`config.mk`:
```
export PLATFORM = sky130hd
export DESIGN_NAME = keyed_wdog
export DESIGN_NICKNAME = d
export VERILOG_FILES = /design/src/rtl/kwd_pkg.sv /design/src/rtl/kwd_key_step.sv /design/src/rtl/kwd_countdown.sv /design/src/rtl/keyed_wdog.sv
export SDC_FILE = /design/constraint.sdc
export NUM_CORES = 1
export LEC_CHECK = 0
export ABC_AREA = 1
export ABC_CLOCK_PERIOD_IN_PS = 6650
export BUFFER_PORTS_ARGS = -buffer_cell sky130_fd_sc_hd__buf_2
export CELL_PAD_IN_SITES_DETAIL_PLACEMENT = 1
export CELL_PAD_IN_SITES_GLOBAL_PLACEMENT = 1
export CORE_ASPECT_RATIO = 1.2
export CORE_MARGIN = 2
export CORE_UTILIZATION = 40
export DETAILED_ROUTE_END_ITERATION = 7
export GPL_TIMING_DRIVEN = 0
export PLACE_DENSITY_LB_ADDON = 0.1
export SLEW_MARGIN = 25
export SYNTH_ARGS = -nofsm -noshare
export SYNTH_HDL_FRONTEND = slang
export SYNTH_SLANG_ARGS = --single-unit
```
`constraint.sdc`:
```
create_clock -name clk -period 6.65 [get_ports clk]
set_input_delay 1.995 -clock clk [delete_from_list [all_inputs] [get_ports clk]]
set_output_delay 1.995 -clock clk [all_outputs]
set_load 0.01 [all_outputs]
```
`src/rtl/kwd_pkg.sv`:
```
// Shared constants and types for the keyed watchdog.
// Assumes a 32-bit control register with fixed command-field positions.
package kwd_pkg;
    localparam int REG_W   = 32;
    localparam int CMD_W   = 2;
    localparam int EN_LSB  = 24;
    localparam int RLD_LSB = 26;
    localparam int RUN_BIT = 31;
    localparam int N_FIELD = 2;

    typedef enum logic [CMD_W-1:0] {
        KEY_HOLD  = 2'd0,
        KEY_ARM   = 2'd1,
        KEY_FIRE  = 2'd2,
        KEY_ABORT = 2'd3
    } key_code_e;
endpackage

```
`src/rtl/kwd_key_step.sv`:
```
// Two-step key tracker for one command field.
// Arms on code 1; fires (one cycle, combinational) on code 2 when armed;
// code 3 disarms; code 0 keeps the state. Assumes one write per cycle.
module kwd_key_step
    import kwd_pkg::*;
(
    input  logic             clk,
    input  logic             rst_n,
    input  logic             wr_en,
    input  logic [CMD_W-1:0] code,
    output logic             fire,
    output logic             armed
);
    key_code_e kc;
    assign kc = key_code_e'(code);

    // Fire only when the armed step is followed by the fire code.
    assign fire = wr_en && armed && (kc == KEY_FIRE);

    // Track the armed step of the sequence.
    always_ff @(posedge clk) begin
        if (!rst_n) begin
            armed <= 1'b0;
        end else if (wr_en) begin
            case (kc)
                KEY_ARM:   armed <= 1'b1;
                KEY_FIRE:  armed <= 1'b0;
                KEY_ABORT: armed <= 1'b0;
                default:   armed <= armed;
            endcase
        end
    end
endmodule

```
`src/rtl/kwd_countdown.sv`:
```
// Countdown core: run state, down counter, expiry pulse and warning pulse.
// Assumes commands arrive as single-cycle strobes. The load value is the
// upper LOAD_W bits of a CNT_W-bit count.
module kwd_countdown #(
    parameter int CNT_W  = 32,
    parameter int LOAD_W = 24
) (
    input  logic              clk,
    input  logic              rst_n,
    input  logic              en_toggle,
    input  logic              reload_cmd,
    input  logic [LOAD_W-1:0] load_val,
    input  logic [CNT_W-1:0]  thresh,
    output logic              running,
    output logic              tmo,
    output logic              warn
);
    localparam int SHIFT = CNT_W - LOAD_W;

    logic [CNT_W-1:0] cnt;
    logic [CNT_W-1:0] full;

    // Expand the stored upper bits into a full cycle count.
    assign full = CNT_W'(load_val) << SHIFT;

    // Run state, counting, expiry reload and pulse generation.
    always_ff @(posedge clk) begin
        if (!rst_n) begin
            running <= 1'b0;
            cnt     <= '0;
            tmo     <= 1'b0;
            warn    <= 1'b0;
        end else begin
            tmo  <= 1'b0;
            warn <= 1'b0;
            if (en_toggle && !running) begin
                running <= 1'b1;
                cnt     <= full;
            end else if (en_toggle) begin
                running <= 1'b0;
            end else if (running) begin
                if (reload_cmd) begin
                    cnt <= full;
                end else if (cnt == '0) begin
                    cnt <= full;
                    tmo <= 1'b1;
                end else begin
                    cnt <= cnt - 1'b1;
                    if ((thresh != '0) && (cnt == thresh)) begin
                        warn <= 1'b1;
                    end
                end
            end
        end
    end
endmodule

```
`src/rtl/keyed_wdog.sv`:
```
// Top of the keyed watchdog: register decode, per-field key trackers,
// stored reload value and countdown core. Assumes wr_data is valid
// whenever wr_en is high.
module keyed_wdog
    import kwd_pkg::*;
#(
    parameter int CNT_W  = 32,
    parameter int LOAD_W = 24
) (
    input  logic             clk,
    input  logic             rst_n,
    input  logic             wr_en,
    input  logic [REG_W-1:0] wr_data,
    input  logic [CNT_W-1:0] warn_thresh,
    output logic [REG_W-1:0] rd_data,
    output logic             tmo_rst,
    output logic             warn_irq
);
    logic [N_FIELD-1:0] fire_v;
    logic [N_FIELD-1:0] armed_v;
    logic [LOAD_W-1:0]  reload_q;
    logic [LOAD_W-1:0]  load_now;
    logic               running;
    logic               en_armed;

    // One key tracker per command field; index 0 = enable, 1 = reload.
    for (genvar g = 0; g < N_FIELD; g++) begin : g_key
        localparam int LSB = (g == 0) ? EN_LSB : RLD_LSB;
        kwd_key_step u_key (
            .clk   (clk),
            .rst_n (rst_n),
            .wr_en (wr_en),
            .code  (wr_data[LSB +: CMD_W]),
            .fire  (fire_v[g]),
            .armed (armed_v[g])
        );
    end

    assign en_armed = armed_v[0];

    // Latch the reload value on every write.
    always_ff @(posedge clk) begin
        if (!rst_n) begin
            reload_q <= '0;
        end else if (wr_en) begin
            reload_q <= wr_data[LOAD_W-1:0];
        end
    end

    // A write's own value applies to commands it completes.
    assign load_now = wr_en ? wr_data[LOAD_W-1:0] : reload_q;

    kwd_countdown #(.CNT_W(CNT_W), .LOAD_W(LOAD_W)) u_cnt (
        .clk        (clk),
        .rst_n      (rst_n),
        .en_toggle  (fire_v[0]),
        .reload_cmd (fire_v[1]),
        .load_val   (load_now),
        .thresh     (warn_thresh),
        .running    (running),
        .tmo        (tmo_rst),
        .warn       (warn_irq)
    );

    // Assemble the read view of the register.
    always_comb begin
        rd_data               = '0;
        rd_data[RUN_BIT]      = running;
        rd_data[LOAD_W-1:0]   = reload_q;
    end
endmodule

```
==> impl_metrics.tcl <==
set metrics [dict create \
    outcome "completed" \
    reg2regPathDepth 9 \
    power.density_nw_per_um2 222 \
    total_leakage_power_nw 2.49 \
    track_usage_pct 25.6 \
    syn_to_final_growth_pct 23.0 \
    endpoint "u_cnt.cnt[1]$_SDFFE_PP0P_" \
    ys_warn_count 0 \
    cts_buffers 9 \
    cts_hold_buf 0 \
    synth-edff-count 0 \
    worst-path-stages 10 \
    avgViaCountPerCell 5.04 \
    drt-initial-drc-count 238 \
    die_area_um2 10700 \
    reg2reg_from "g_key[0].u_key.armed$_SDFFE_PN0P_" \
    end_kind "flip-flop" \
    gp_congestion 0.915 \
    synth_cells 600 \
    overflow 0 \
    crit_family "buffers and inverters" \
    cts_resized 0 \
    antenna_found_initial 0 \
    cts-root-buf "clkbuf_16" \
    numClockSinks 61 \
    critPathLaunchType "input pin" \
    r2r-end "u_cnt.cnt[1]$_SDFFE_PP0P_" \
    wl_per_cell_um 16.1 \
    pin_count 101 \
    placement.io_buffers 88 \
    fp.coreArea_um2 9560 \
    final_util_pct 50.9 \
    cp_max_fo 10 \
    period_minus_slack_ns 3.79 \
    placementRows 39 \
    clk_pin_slew_ns 0.06 \
    tightest_slew_ns 0.602 \
    arrival_ns 4.04 \
    vias 4202 \
    slowest_delay_ns 0.44 \
    cts_buffer_depth 2 \
    cts_tree "done" \
    place_hpwl_um 10800 \
    drive_above_1_share_pct 20.3 \
    ys_ff_latch 61 \
    synth_cell_type_count 34 \
    grt_pass1_wl_um 21300 \
    setup_viol 0 \
    critPathRequiredTime_ns 6.90 \
    yosysSeqAreaShare_pct 30.9 \
    avgSynthCellArea_um2 6.59 \
    finalClockSkew_ns 0.00919 \
    slew_headroom_pct 59.5 \
    synthArstFlopShare_pct 0 \
    reg2reg_slack_ns 4.43 \
    setup.worst_path.class "input pin to flip-flop" \
    nFillCells 1349 \
    ir_worst_vdd_mv 0.169 \
    routed_wl_um 13400 \
    die_w_um 94.8 \
    synth_top_flop_cell "dfxtp_1" \
    path_common_cell "inv_1" \
    cp-startpoint "wr_en" \
    path_cells "buf_4 > nand2_1 > inv_1 > nand2_1 > inv_1 > ha_1 > inv_1 > clkbuf_1 > nand3_1 > a211oi_1" \
    dr.pass1.iters 4 \
    grt_max_degree 11 \
    max_cap_violations 0 \
    hold_class "flip-flop to flip-flop" \
    initial_core_util_pct 41.4 \
    crit_buf_inv 5 \
    cp_slowest_cell "nand3_1" \
    min_period_over_period_pct 57.0 \
    fp.dieH_um 113 \
    postCtsSetupBuffers 0 \
    max_freq_mhz 264 \
    num_antenna_cells 0 \
    h-tree-depth 3 \
    tns_ns 0 \
    route.detailed.drc 0 \
    grt_pass1_vias 4410 \
    synth_area_um2 3960 \
    rsz0062_at_grt "no" \
    hold_viol 0 \
    postRouteAntennaNets 0 \
    fin_nets 776 \
    clk_latency_ns 0.34 \
    drv_slew 0 \
    hold_depth 2 \
]
==> where the power goes <==
| part | internal [mW] | leakage, nW | switching (mW) |
|---|---|---|---|
| Combinational | 0.0813 | 1.85 | 0.140 |
| Clock | 0.299 | 0.143 | 0.175 |
| Sequential | 0.378 | 0.497 | 0.00893 |
==> flip-flops by register name, summed over array words and instances (netlist names) <==
| signal | flops |
|---|---|
| u_cnt.warn | 1 |
| u_cnt.tmo | 1 |
| reload_q | 24 |
| g_key.u_key.armed | 2 |
| u_cnt.cnt | 32 |
| u_cnt.running | 1 |
==> area by class of cell <==
class	instances	area (um2)	area share, %
well taps	123	154	3.16
inverters	52	198	4.06
repair buffers	88	440	9.05
flip-flops and latches	61	1220	25.1
multi-input cells	467	2410	49.5
plain buffers	26	149	3.06
clock buffers	12	246	5.06
clock inverters	4	47.5	0.977
==> synthesized netlist by cell type, drive strengths merged (4+ instances only) <==
master	instances	share of area, %
o21ai	19	2.4
a221oi	4	0.89
nand3	39	5.2
buf	17	2.9
clkbuf	9	0.85
nand2	137	13
xor2	26	5.8
ha	4	1.3
dfxtp	61	31
or2	4	0.63
nor2	122	13
inv	51	4.9
nor4	5	0.79
a21oi	41	5.2
nor3	11	1.4
mux2i	24	6.1
xnor2	13	2.9
nand4	6	0.95
==> routing by layer <==
metal  track usage (%)  up-vias  wire length (um)
met3              3.20       15               516
li1                  -     2132                 -
met5                 0        -                 0
met1              32.8     1943              6180
met4              8.31        0               247
met2              44.2      112              6440
==> layout by cell type, fill, tap and decap left out, types with 5 or more instances in the layout <==
cell type	synthesis	final
mux2i_1	24	24
buf_4	10	10
conb_1	1	7
nor2_2	9	9
clkbuf_1	9	11
xor2_1	26	26
nor3_1	11	11
clkbuf_16	0	9
dfxtp_1	61	61
o21ai_0	19	19
nor4_1	5	5
inv_1	46	46
a21oi_1	41	41
nor2_1	111	111
xnor2_1	13	13
nand3_1	38	38
nand4_1	6	6
buf_2	5	93
nand2_1	132	132
==> worst min-delay path by stage <==
stage	slack, ns	to	startpoint
final	0.48	g_key[1].u_key.armed$_SDFFE_PN0P_	g_key[1].u_key.armed$_SDFFE_PN0P_
after floorplan	0.44	g_key[1].u_key.armed$_SDFFE_PN0P_	g_key[1].u_key.armed$_SDFFE_PN0P_
after global routing	0.51	g_key[1].u_key.armed$_SDFFE_PN0P_	g_key[1].u_key.armed$_SDFFE_PN0P_
after global placement	0.45	g_key[1].u_key.armed$_SDFFE_PN0P_	g_key[1].u_key.armed$_SDFFE_PN0P_
after CTS	0.48	g_key[1].u_key.armed$_SDFFE_PN0P_	g_key[1].u_key.armed$_SDFFE_PN0P_
after detailed placement	0.47	g_key[1].u_key.armed$_SDFFE_PN0P_	g_key[1].u_key.armed$_SDFFE_PN0P_
==> kinds of logic (layout without fill, tap and decap cells) <==
family                     after synthesis  in the layout  share of synthesized area, %
adders and majority gates                4              4                          1.27
DFF                                     61             61                          30.9
and+or+nand+nor                        325            325                          35.2
other                                    1              7                        0.0948
AOI/OAI and AO/OA                       68             68                          9.14
xor gates and xnor gates                39             39                          8.63
buffers and inverters                   78            182                          8.76
muxes                                   24             24                          6.07
==> per-stage QoR <==
stage	instances	area [um2]	total power [mW]	setup slack, ns	hold WS (ns)
detailed placement	817	4570	0.615	2.54	0.467
finish	833	4870	1.08	2.86	0.480
CTS	833	4870	1.09	2.86	0.482
global route	833	4870	1.13	2.68	0.511
global placement	817	4570	0.610	2.62	0.449
floorplan	606	3980	0.537	3.12	0.437
==> worst register-to-register path, cell delays in order, from the launching register on <==
cell and delay (ns):
dfxtp_1 0.30, inv_1 0.05, nor2_1 0.03, nand2_1 0.12, inv_1 0.07, ha_1 0.25, inv_1 0.18, clkbuf_1 0.39
nand3_1 0.45, a211oi_1 0.30
Note: power is estimated with default switching activity, not from simulation.
